$ cat src/rtl/fwd_pkg.sv
package fwd_pkg;

  typedef enum logic [1:0] {
    SEL_RF  = 2'b00,
    SEL_WB  = 2'b01,
    SEL_MEM = 2'b10
  } fwdSel_e;

  typedef struct packed {
    fwdSel_e selA;
    fwdSel_e selB;
  } fwdStrobes_t;

  localparam int NUM_OPS = 2;

endpackage

$ cat src/rtl/fwd_select_ctrl.sv
module fwd_select_ctrl #(
  parameter int REG_W = 5
) (
  input  logic [REG_W-1:0]        srcRegA,
  input  logic [REG_W-1:0]        srcRegB,
  input  logic [REG_W-1:0]        exMemDst,
  input  logic                    exMemWr,
  input  logic [REG_W-1:0]        memWbDst,
  input  logic                    memWbWr,
  output fwd_pkg::fwdStrobes_t    strobes
);
  import fwd_pkg::*;

  localparam logic [REG_W-1:0] ZERO_REG = '0;

  logic exMemLive;
  logic memWbLive;
  assign exMemLive = exMemWr && (exMemDst != ZERO_REG);
  assign memWbLive = memWbWr && (memWbDst != ZERO_REG);

  logic [REG_W-1:0] srcReg [NUM_OPS];
  fwdSel_e          opSel  [NUM_OPS];

  assign srcReg[0] = srcRegA;
  assign srcReg[1] = srcRegB;

  for (genvar g = 0; g < NUM_OPS; g++) begin : g_op
    logic memHit;
    logic wbHit;
    assign memHit = exMemLive && (exMemDst == srcReg[g]);
    assign wbHit  = memWbLive && (memWbDst == srcReg[g]);

    always_comb begin
      if (memHit)     opSel[g] = SEL_MEM;
      else if (wbHit) opSel[g] = SEL_WB;
      else            opSel[g] = SEL_RF;
    end

    always_comb begin

      zero_src_chk: assert (opSel[g] == SEL_RF || srcReg[g] != ZERO_REG);

      wr_flag_chk: assert (!(opSel[g] == SEL_MEM && !exMemWr) &&
                           !(opSel[g] == SEL_WB && !memWbWr));

      newer_wins_chk: assert (!(opSel[g] == SEL_WB && exMemWr &&
                                exMemDst == srcReg[g] && exMemDst != ZERO_REG));

      legal_code_chk: assert (opSel[g] != fwdSel_e'(2'b11));
    end
  end

  assign strobes.selA = opSel[0];
  assign strobes.selB = opSel[1];

endmodule

$ cat src/rtl/fwd_operand_mux.sv
module fwd_operand_mux #(
  parameter int DATA_W = 32
) (
  input  fwd_pkg::fwdStrobes_t strobes,
  input  logic [DATA_W-1:0]    rfDataA,
  input  logic [DATA_W-1:0]    rfDataB,
  input  logic [DATA_W-1:0]    exMemResult,
  input  logic [DATA_W-1:0]    memWbResult,
  output logic [DATA_W-1:0]    aluInA,
  output logic [DATA_W-1:0]    aluInB
);
  import fwd_pkg::*;

  fwdSel_e           sel   [NUM_OPS];
  logic [DATA_W-1:0] rfVal [NUM_OPS];
  logic [DATA_W-1:0] outVal[NUM_OPS];

  assign sel[0]   = strobes.selA;
  assign sel[1]   = strobes.selB;
  assign rfVal[0] = rfDataA;
  assign rfVal[1] = rfDataB;

  for (genvar g = 0; g < NUM_OPS; g++) begin : g_leg
    always_comb begin
      unique case (sel[g])
        SEL_MEM: outVal[g] = exMemResult;
        SEL_WB:  outVal[g] = memWbResult;
        default: outVal[g] = rfVal[g];
      endcase
    end
  end

  assign aluInA = outVal[0];
  assign aluInB = outVal[1];

endmodule

$ cat src/rtl/operand_forward_unit.sv
module operand_forward_unit #(
  parameter int REG_W  = 5,
  parameter int DATA_W = 32
) (
  input  logic [REG_W-1:0]  srcRegA,
  input  logic [REG_W-1:0]  srcRegB,
  input  logic [REG_W-1:0]  exMemDst,
  input  logic              exMemWr,
  input  logic [REG_W-1:0]  memWbDst,
  input  logic              memWbWr,
  input  logic [DATA_W-1:0] rfDataA,
  input  logic [DATA_W-1:0] rfDataB,
  input  logic [DATA_W-1:0] exMemResult,
  input  logic [DATA_W-1:0] memWbResult,
  output logic [1:0]        selA,
  output logic [1:0]        selB,
  output logic [DATA_W-1:0] aluInA,
  output logic [DATA_W-1:0] aluInB
);
  import fwd_pkg::*;

  fwdStrobes_t strobes;

  fwd_select_ctrl #(.REG_W(REG_W)) u_ctrl (
    .srcRegA  (srcRegA),
    .srcRegB  (srcRegB),
    .exMemDst (exMemDst),
    .exMemWr  (exMemWr),
    .memWbDst (memWbDst),
    .memWbWr  (memWbWr),
    .strobes  (strobes)
  );

  fwd_operand_mux #(.DATA_W(DATA_W)) u_mux (
    .strobes     (strobes),
    .rfDataA     (rfDataA),
    .rfDataB     (rfDataB),
    .exMemResult (exMemResult),
    .memWbResult (memWbResult),
    .aluInA      (aluInA),
    .aluInB      (aluInB)
  );

  assign selA = strobes.selA;
  assign selB = strobes.selB;

endmodule

$ cat config.mk
export PLATFORM = sky130hd
export DESIGN_NAME = operand_forward_unit
export DESIGN_NICKNAME = d
export VERILOG_FILES = /design/src/rtl/fwd_pkg.sv /design/src/rtl/fwd_select_ctrl.sv /design/src/rtl/fwd_operand_mux.sv /design/src/rtl/operand_forward_unit.sv
export SDC_FILE = /design/constraint.sdc
export NUM_CORES = 1
export LEC_CHECK = 0
export BUFFER_PORTS_ARGS = -buffer_cell sky130_fd_sc_hd__buf_2
export CAP_MARGIN = 10
export CELL_PAD_IN_SITES_DETAIL_PLACEMENT = 0
export CELL_PAD_IN_SITES_GLOBAL_PLACEMENT = 1
export CORE_UTILIZATION = 25
export DETAILED_ROUTE_END_ITERATION = 12
export PLACE_DENSITY = 0.95
export SKIP_LAST_GASP = 1
export SLEW_MARGIN = 20
export SYNTH_ARGS = -nofsm -noshare
export SYNTH_HDL_FRONTEND = slang
export SYNTH_SLANG_ARGS = --single-unit
$ cat constraint.sdc
create_clock -name vclk -period 2.8
set_clock_uncertainty 0.2 [all_clocks]
set_input_delay 0 -clock vclk [all_inputs]
set_output_delay 0 -clock vclk [all_outputs]
set_load 0.02 [all_outputs]
==> results of run 1 <==
## placed cells by master (no fill, tap or decap)
cell and count:
nand3_1 1, o21ai_4 1, or2_1 3, nand2_1 1, nor4_2 2, buf_12 1
nor3_1 64, o31ai_1 64, o211ai_4 2, buf_2 218, xor2_1 5, nor3_2 1
nor2_2 1, buf_4 17, a31oi_1 64, or4_1 1, xnor2_1 15, or4_4 1
and3_1 1, or3_1 1, inv_2 2, o21a_4 1, nand4_1 66, and2_1 1
## through the flow
step / util / worst slack, ns / cell area [um2]
4_1_cts: 0.3986 / 0.5859 / 3341
5_1_grt: 0.3993 / 0.4705 / 3347
2_1_floorplan: - / 1.024 / 2213
3_5_place_dp: 0.3986 / 0.5958 / 3341
6_report: 0.3993 / 0.6246 / 3347
3_3_place_gp: 0.3986 / 0.6517 / 3341
## power groups by stage
| stage | sequential, mW | clock, mW | combinational (mW) |
|---|---|---|---|
| 3_5_place_dp | 0 | 0 | 0.662 |
| 2_1_floorplan | 0 | 0 | 0.375 |
| 4_1_cts | 0 | 0 | 0.664 |
| 6_report | 0 | 0 | 0.678 |
| 5_1_grt | 0 | 0 | 0.718 |
| 3_3_place_gp | 0 | 0 | 0.656 |
## logic make-up (layout without fill, tap and decap cells)
group | count (synthesis) | after routing | share of synthesized area
AO/OA/AOI/OAI | 132 | 132 | 0.4149
XOR/XNOR | 20 | 20 | 0.07914
buffers and inverters | 66 | 238 | 0.1300
AND/OR/NAND/NOR | 144 | 144 | 0.3759
## path summary, 6_finish.rpt
check / startpoint / endpoint / slack, ns / depth (start not counted)
max: memWbDst[0] / aluInA[11] / 0.62 / 7
min: rfDataB[6] / aluInB[6] / 0.18 / 4
## synth_stat cells
| library cell | n | area, um2 |
|---|---|---|
| nand4_1 | 66 | 412.9 |
| nor3_1 | 65 | 325.3 |
| a31oi_1 | 64 | 400.4 |
| o31ai_1 | 64 | 480.5 |
| clkbuf_1 | 35 | 131.4 |
| xnor2_1 | 15 | 131.4 |
| buf_2 | 14 | 70.07 |
| buf_1 | 9 | 33.78 |
| buf_4 | 6 | 45.04 |
| xor2_1 | 5 | 43.79 |
| or2_1 | 3 | 18.77 |
| inv_2 | 2 | 7.510 |
| nor4_2 | 2 | 25.02 |
| o211ai_2 | 2 | 25.02 |
| and2_1 | 1 | 6.260 |
| and3_1 | 1 | 6.260 |
| nand2_1 | 1 | 3.750 |
| nand3_1 | 1 | 5.000 |
| nor2_1 | 1 | 3.750 |
| o21a_1 | 1 | 7.510 |
| o21ai_1 | 1 | 5.000 |
| or3_1 | 1 | 6.260 |
| or4_1 | 1 | 7.510 |
| or4_4 | 1 | 11.26 |
## metal layers
layer | up-vias | track usage | part of all wire
met1 | 1885 | 0.2985 | 0.37
li1 | 1850 | - | -
met5 | - | 0 | 0
met4 | 0 | 0.05846 | 0.015
met3 | 28 | 0.03239 | 0.12
met2 | 337 | 0.4486 | 0.50
## final cells by class
type	count	area, um2	area share
inverters	2	7.507	0.002243
repair buffers	236	1239	0.3701
well taps	105	131.4	0.03925
multi-input cells	296	1969	0.5884
==> flow_summary.json, run 1 <==
{
  "outcome": "complete, no violations",
  "crit_path_top_delay_cell": "or4_1",
  "core_region_area_mm2": 0.008382,
  "grtUsageTotal": 0.2447,
  "die_area_mm2": 0.009233,
  "crit_path_start_kind": "input pin",
  "postRouteAntennaNets": 0,
  "tns_ns": 0,
  "stdcell_count": 639,
  "p_comb_frac": 1.000,
  "antenna_found_initial": 0,
  "fin_crit_ns": 2.175,
  "critPathBufInv": 3,
  "cts_setup_buffers": 0,
  "path_class": "in2out",
  "start_util": 0.2641,
  "grt_max_degree": 65,
  "ios": 218,
  "cp_max_fo": 34,
  "synth_cell_types": 24,
  "max_freq_mhz": 459.7,
  "p_seq_frac": 0,
  "design.seq.count": 0,
  "timing_hold_violations_final": 0,
  "drt_iter0_markers": 414,
  "hp-class": "in2out",
  "synth_fp_nets": 512,
  "fillCellCount": 906,
  "synthesis.area_per_instance_um2": 6.114,
  "ir_drop_uv": 194.1,
  "ys_seq_area_frac": 0,
  "p_clk_frac": 0,
  "cp_common_cell": "buf_2",
  "synth_warnings": 0,
  "p_switching_uw": 451.6,
  "p_leak_nw": 1.302,
  "grt_overflow": 0,
  "placed_cells": 639,
  "vias_per_cell": 6.416,
  "dr_total_vias": 4100,
  "cp_top_family": "buffers and inverters",
  "die_h_um": 96.09,
  "finalNetCount": 686,
  "grt_pass1_wl_um": 17920,
  "antenna_cells": 0,
  "maxSlewHeadroom": 0.5293,
  "gp_congestion": 0.8844,
  "remaining_drc_errors": 0,
  "period_share": 0.7769,
  "switching_share": 0.6663,
  "end_kind": "output port",
  "worstPathArrival_ns": 1.98,
  "setup_viol": 0,
  "wire_per_inst_um": 19.49,
  "holdWs_ns": 0.1761,
  "p_per_area_mw_per_mm2": 202.5,
  "row_count": 33,
  "crit_chain": "buf_2 -> or4_1 -> o21ai_4 -> buf_4 -> o31ai_1 -> a31oi_1 -> buf_2",
  "syn_area_mm2": 0.002213,
  "drive_gt1_frac": 0.4625,
  "rsz0062_at_grt": "no",
  "final-max-slew-violation-count": 0,
  "nClkBuffers": 0,
  "drt_pre_antenna_iters": 5,
  "p_total_uw": 677.8,
  "grt_pass1_vias": 3660,
  "area_growth_pct": 51.22,
  "numPortBuffers": 218,
  "drt_wl_total_um": 12450,
  "hold_buffers": 0,
  "cp_slowest_stage_delay_ns": 0.62,
  "required_ns": 2.60,
  "die_x_um": 96.09,
  "cts_resized": 0,
  "maxCapViolCount": 0,
  "seqCellArea_um2": 0,
  "intPower_uw": 226.2,
  "dp_hpwl_um": 9038,
  "worst_pin_slew_ns": 0.7061,
  "netlist_instances": 362
}
Note: power is estimated with default switching activity, not from simulation.
==> inputs of run 2 (changes only) <==
--- a/config.mk
+++ b/config.mk
@@ -9,9 +9,9 @@
 export CAP_MARGIN = 10
 export CELL_PAD_IN_SITES_DETAIL_PLACEMENT = 0
 export CELL_PAD_IN_SITES_GLOBAL_PLACEMENT = 1
-export CORE_UTILIZATION = 25
+export CORE_UTILIZATION = 23
 export DETAILED_ROUTE_END_ITERATION = 12
-export PLACE_DENSITY = 0.95
+export PLACE_DENSITY = 0.9
 export SKIP_LAST_GASP = 1
 export SLEW_MARGIN = 20
 export SYNTH_ARGS = -nofsm -noshare
==> constraint.sdc (replaced) <==
create_clock -name vclk -period 2.25
set_clock_uncertainty 0.2 [all_clocks]
set_input_delay 0 -clock vclk [all_inputs]
set_output_delay 0 -clock vclk [all_outputs]
set_load 0.02 [all_outputs]
==> run 2 against run 1 <==
Effect of this change: design area grew 3.3%; sequential cell count stayed put; via count did not move; setup slack lost 0.39 ns; global-route usage is 0.82 points lower; critical path depth unchanged; non-clock buffer count rose by 10; final cell count grew 5.3%; combinational power rose by 28%; routed wire length increased by 1.6%; worst hold slack worse by 0.0026 ns; largest cell class unchanged; highest routed layer unchanged.
==> flow_summary.json, run 2 (same netlist as run 1, synthesis figures left out) <==
{
  "outcome": "complete, no violations",
  "design.seq.count": 0,
  "numPortBuffers": 218,
  "p_per_area_mw_per_mm2": 250.8,
  "timing_hold_violations_final": 0,
  "wire_per_inst_um": 18.80,
  "p_total_uw": 867.3,
  "grt_overflow": 0,
  "setup_viol": 0,
  "critPathCapture": "aluInB[25]",
  "grtUsageTotal": 0.2365,
  "postRouteAntennaNets": 0,
  "grt_util_met3": 0.03273,
  "antenna_found_initial": 0,
  "grt_max_degree": 35,
  "vias_per_cell": 6.092,
  "period_share": 0.8951,
  "core_region_area_mm2": 0.009284,
  "fillCellCount": 1053,
  "start_util": 0.2384,
  "crit_path_start_kind": "input pin",
  "hp-class": "in2out",
  "die_area_mm2": 0.01002,
  "rsz0062_at_grt": "no",
  "pre_cts_ws_ns": 0.2501,
  "remaining_drc_errors": 0,
  "layout_common_cells": "buf_2 (218), nand4_1 (66), o31ai_1 (64), nor3_1 (64), a31oi_1 (64)",
  "grt_util_met2": 0.4345,
  "cts_setup_buffers": 0,
  "dr_total_vias": 4100,
  "gp_congestion": 0.8722,
  "crit_start": "exMemDst[4]",
  "required_ns": 2.05,
  "cp_max_fo": 32,
  "final_common_cell": "buf_2",
  "holdPathStages": 4,
  "maxCapViolCount": 0,
  "end_kind": "output port",
  "path_class": "in2out",
  "nClkBuffers": 0,
  "crit_chain": "buf_2 -> or4_4 -> o211ai_4 -> buf_4 -> nor3_1 -> a31oi_1 -> buf_2",
  "busiest_layer": "met2",
  "dp_hpwl_um": 9723,
  "fin_crit_ns": 2.014,
  "grt_pass1_wl_um": 19140,
  "drt_pre_antenna_iters": 6,
  "finalNetCount": 696,
  "drt_wl_total_um": 12650,
  "die_h_um": 100.1,
  "drive_gt1_frac": 0.4724,
  "area_growth_pct": 56.25,
  "worst_pin_slew_ns": 0.4400,
  "antenna_cells": 0,
  "cts_resized": 0,
  "max_freq_mhz": 496.5,
  "seqCellArea_um2": 0,
  "worstPathArrival_ns": 1.81,
  "drt_iter0_markers": 407,
  "crit_path_top_delay_cell": "or4_4",
  "die_x_um": 100.1,
  "cp_slowest_stage_delay_ns": 0.57,
  "maxSlewHeadroom": 0.7041,
  "row_count": 35,
  "ios": 218,
  "hold_buffers": 0,
  "p_leak_nw": 1.349,
  "setup_slack_ns": 0.2361,
  "grt_pass1_vias": 3908,
  "final-max-slew-violation-count": 0,
  "gr-usage-met1": 0.2840,
  "tns_ns": 0,
  "cp_common_cell": "buf_2",
  "ir_drop_uv": 204.8
}
[run 2: cell count changes in the layout (fill, tap and decap cells not counted), sizes merged]
| cell | change |
|---|---|
| buf | +10 |
[run 2: metrics by stage]
step	util	hold WS [ns]	area, um2	std cells
after floorplan	-	0.03132	2213	362
after CTS	0.3725	0.1749	3458	673
after global routing	0.3725	0.1920	3458	673
final	0.3725	0.1735	3458	673
after global placement	0.3725	0.1740	3458	673
after detailed placement	0.3725	0.1745	3458	673
[run 2: worst min-delay path by stage]
stage | startpoint | end
floorplan | rfDataA[0] | aluInA[0]
CTS | rfDataB[10] | aluInB[10]
global placement | rfDataB[1] | aluInB[1]
detailed placement | rfDataB[10] | aluInB[10]
global route | rfDataB[10] | aluInB[10]
finish | rfDataB[10] | aluInB[10]
[run 2: metal layers]
metal	share of wire	vias to the layer above
met3	0.10	42
met1	0.38	1895
met5	0	-
met4	0.028	0
li1	-	1873
met2	0.49	290
[run 2: report_power, final]
part / total, mW / switching (mW) / internal, mW / leakage, nW
Combinational: 0.867 / 0.565 / 0.302 / 1.35
Clock: 0 / 0 / 0 / 0
Sequential: 0 / 0 / 0 / 0
[run 2: critical path, delay by kind of cell]
family                 cells  cell delay, ns
AOI/OAI and AO/OA          2            0.42
and+or+nand+nor            2            0.66
buffers and inverters      3            0.73
[run 2: layout make-up]
cell class | count | area, um2 | share of cell area
well taps | 129 | 161.4 | 0.04667
multi-input cells | 296 | 1963 | 0.5677
inverters | 2 | 7.507 | 0.002171
repair buffers | 246 | 1326 | 0.3835
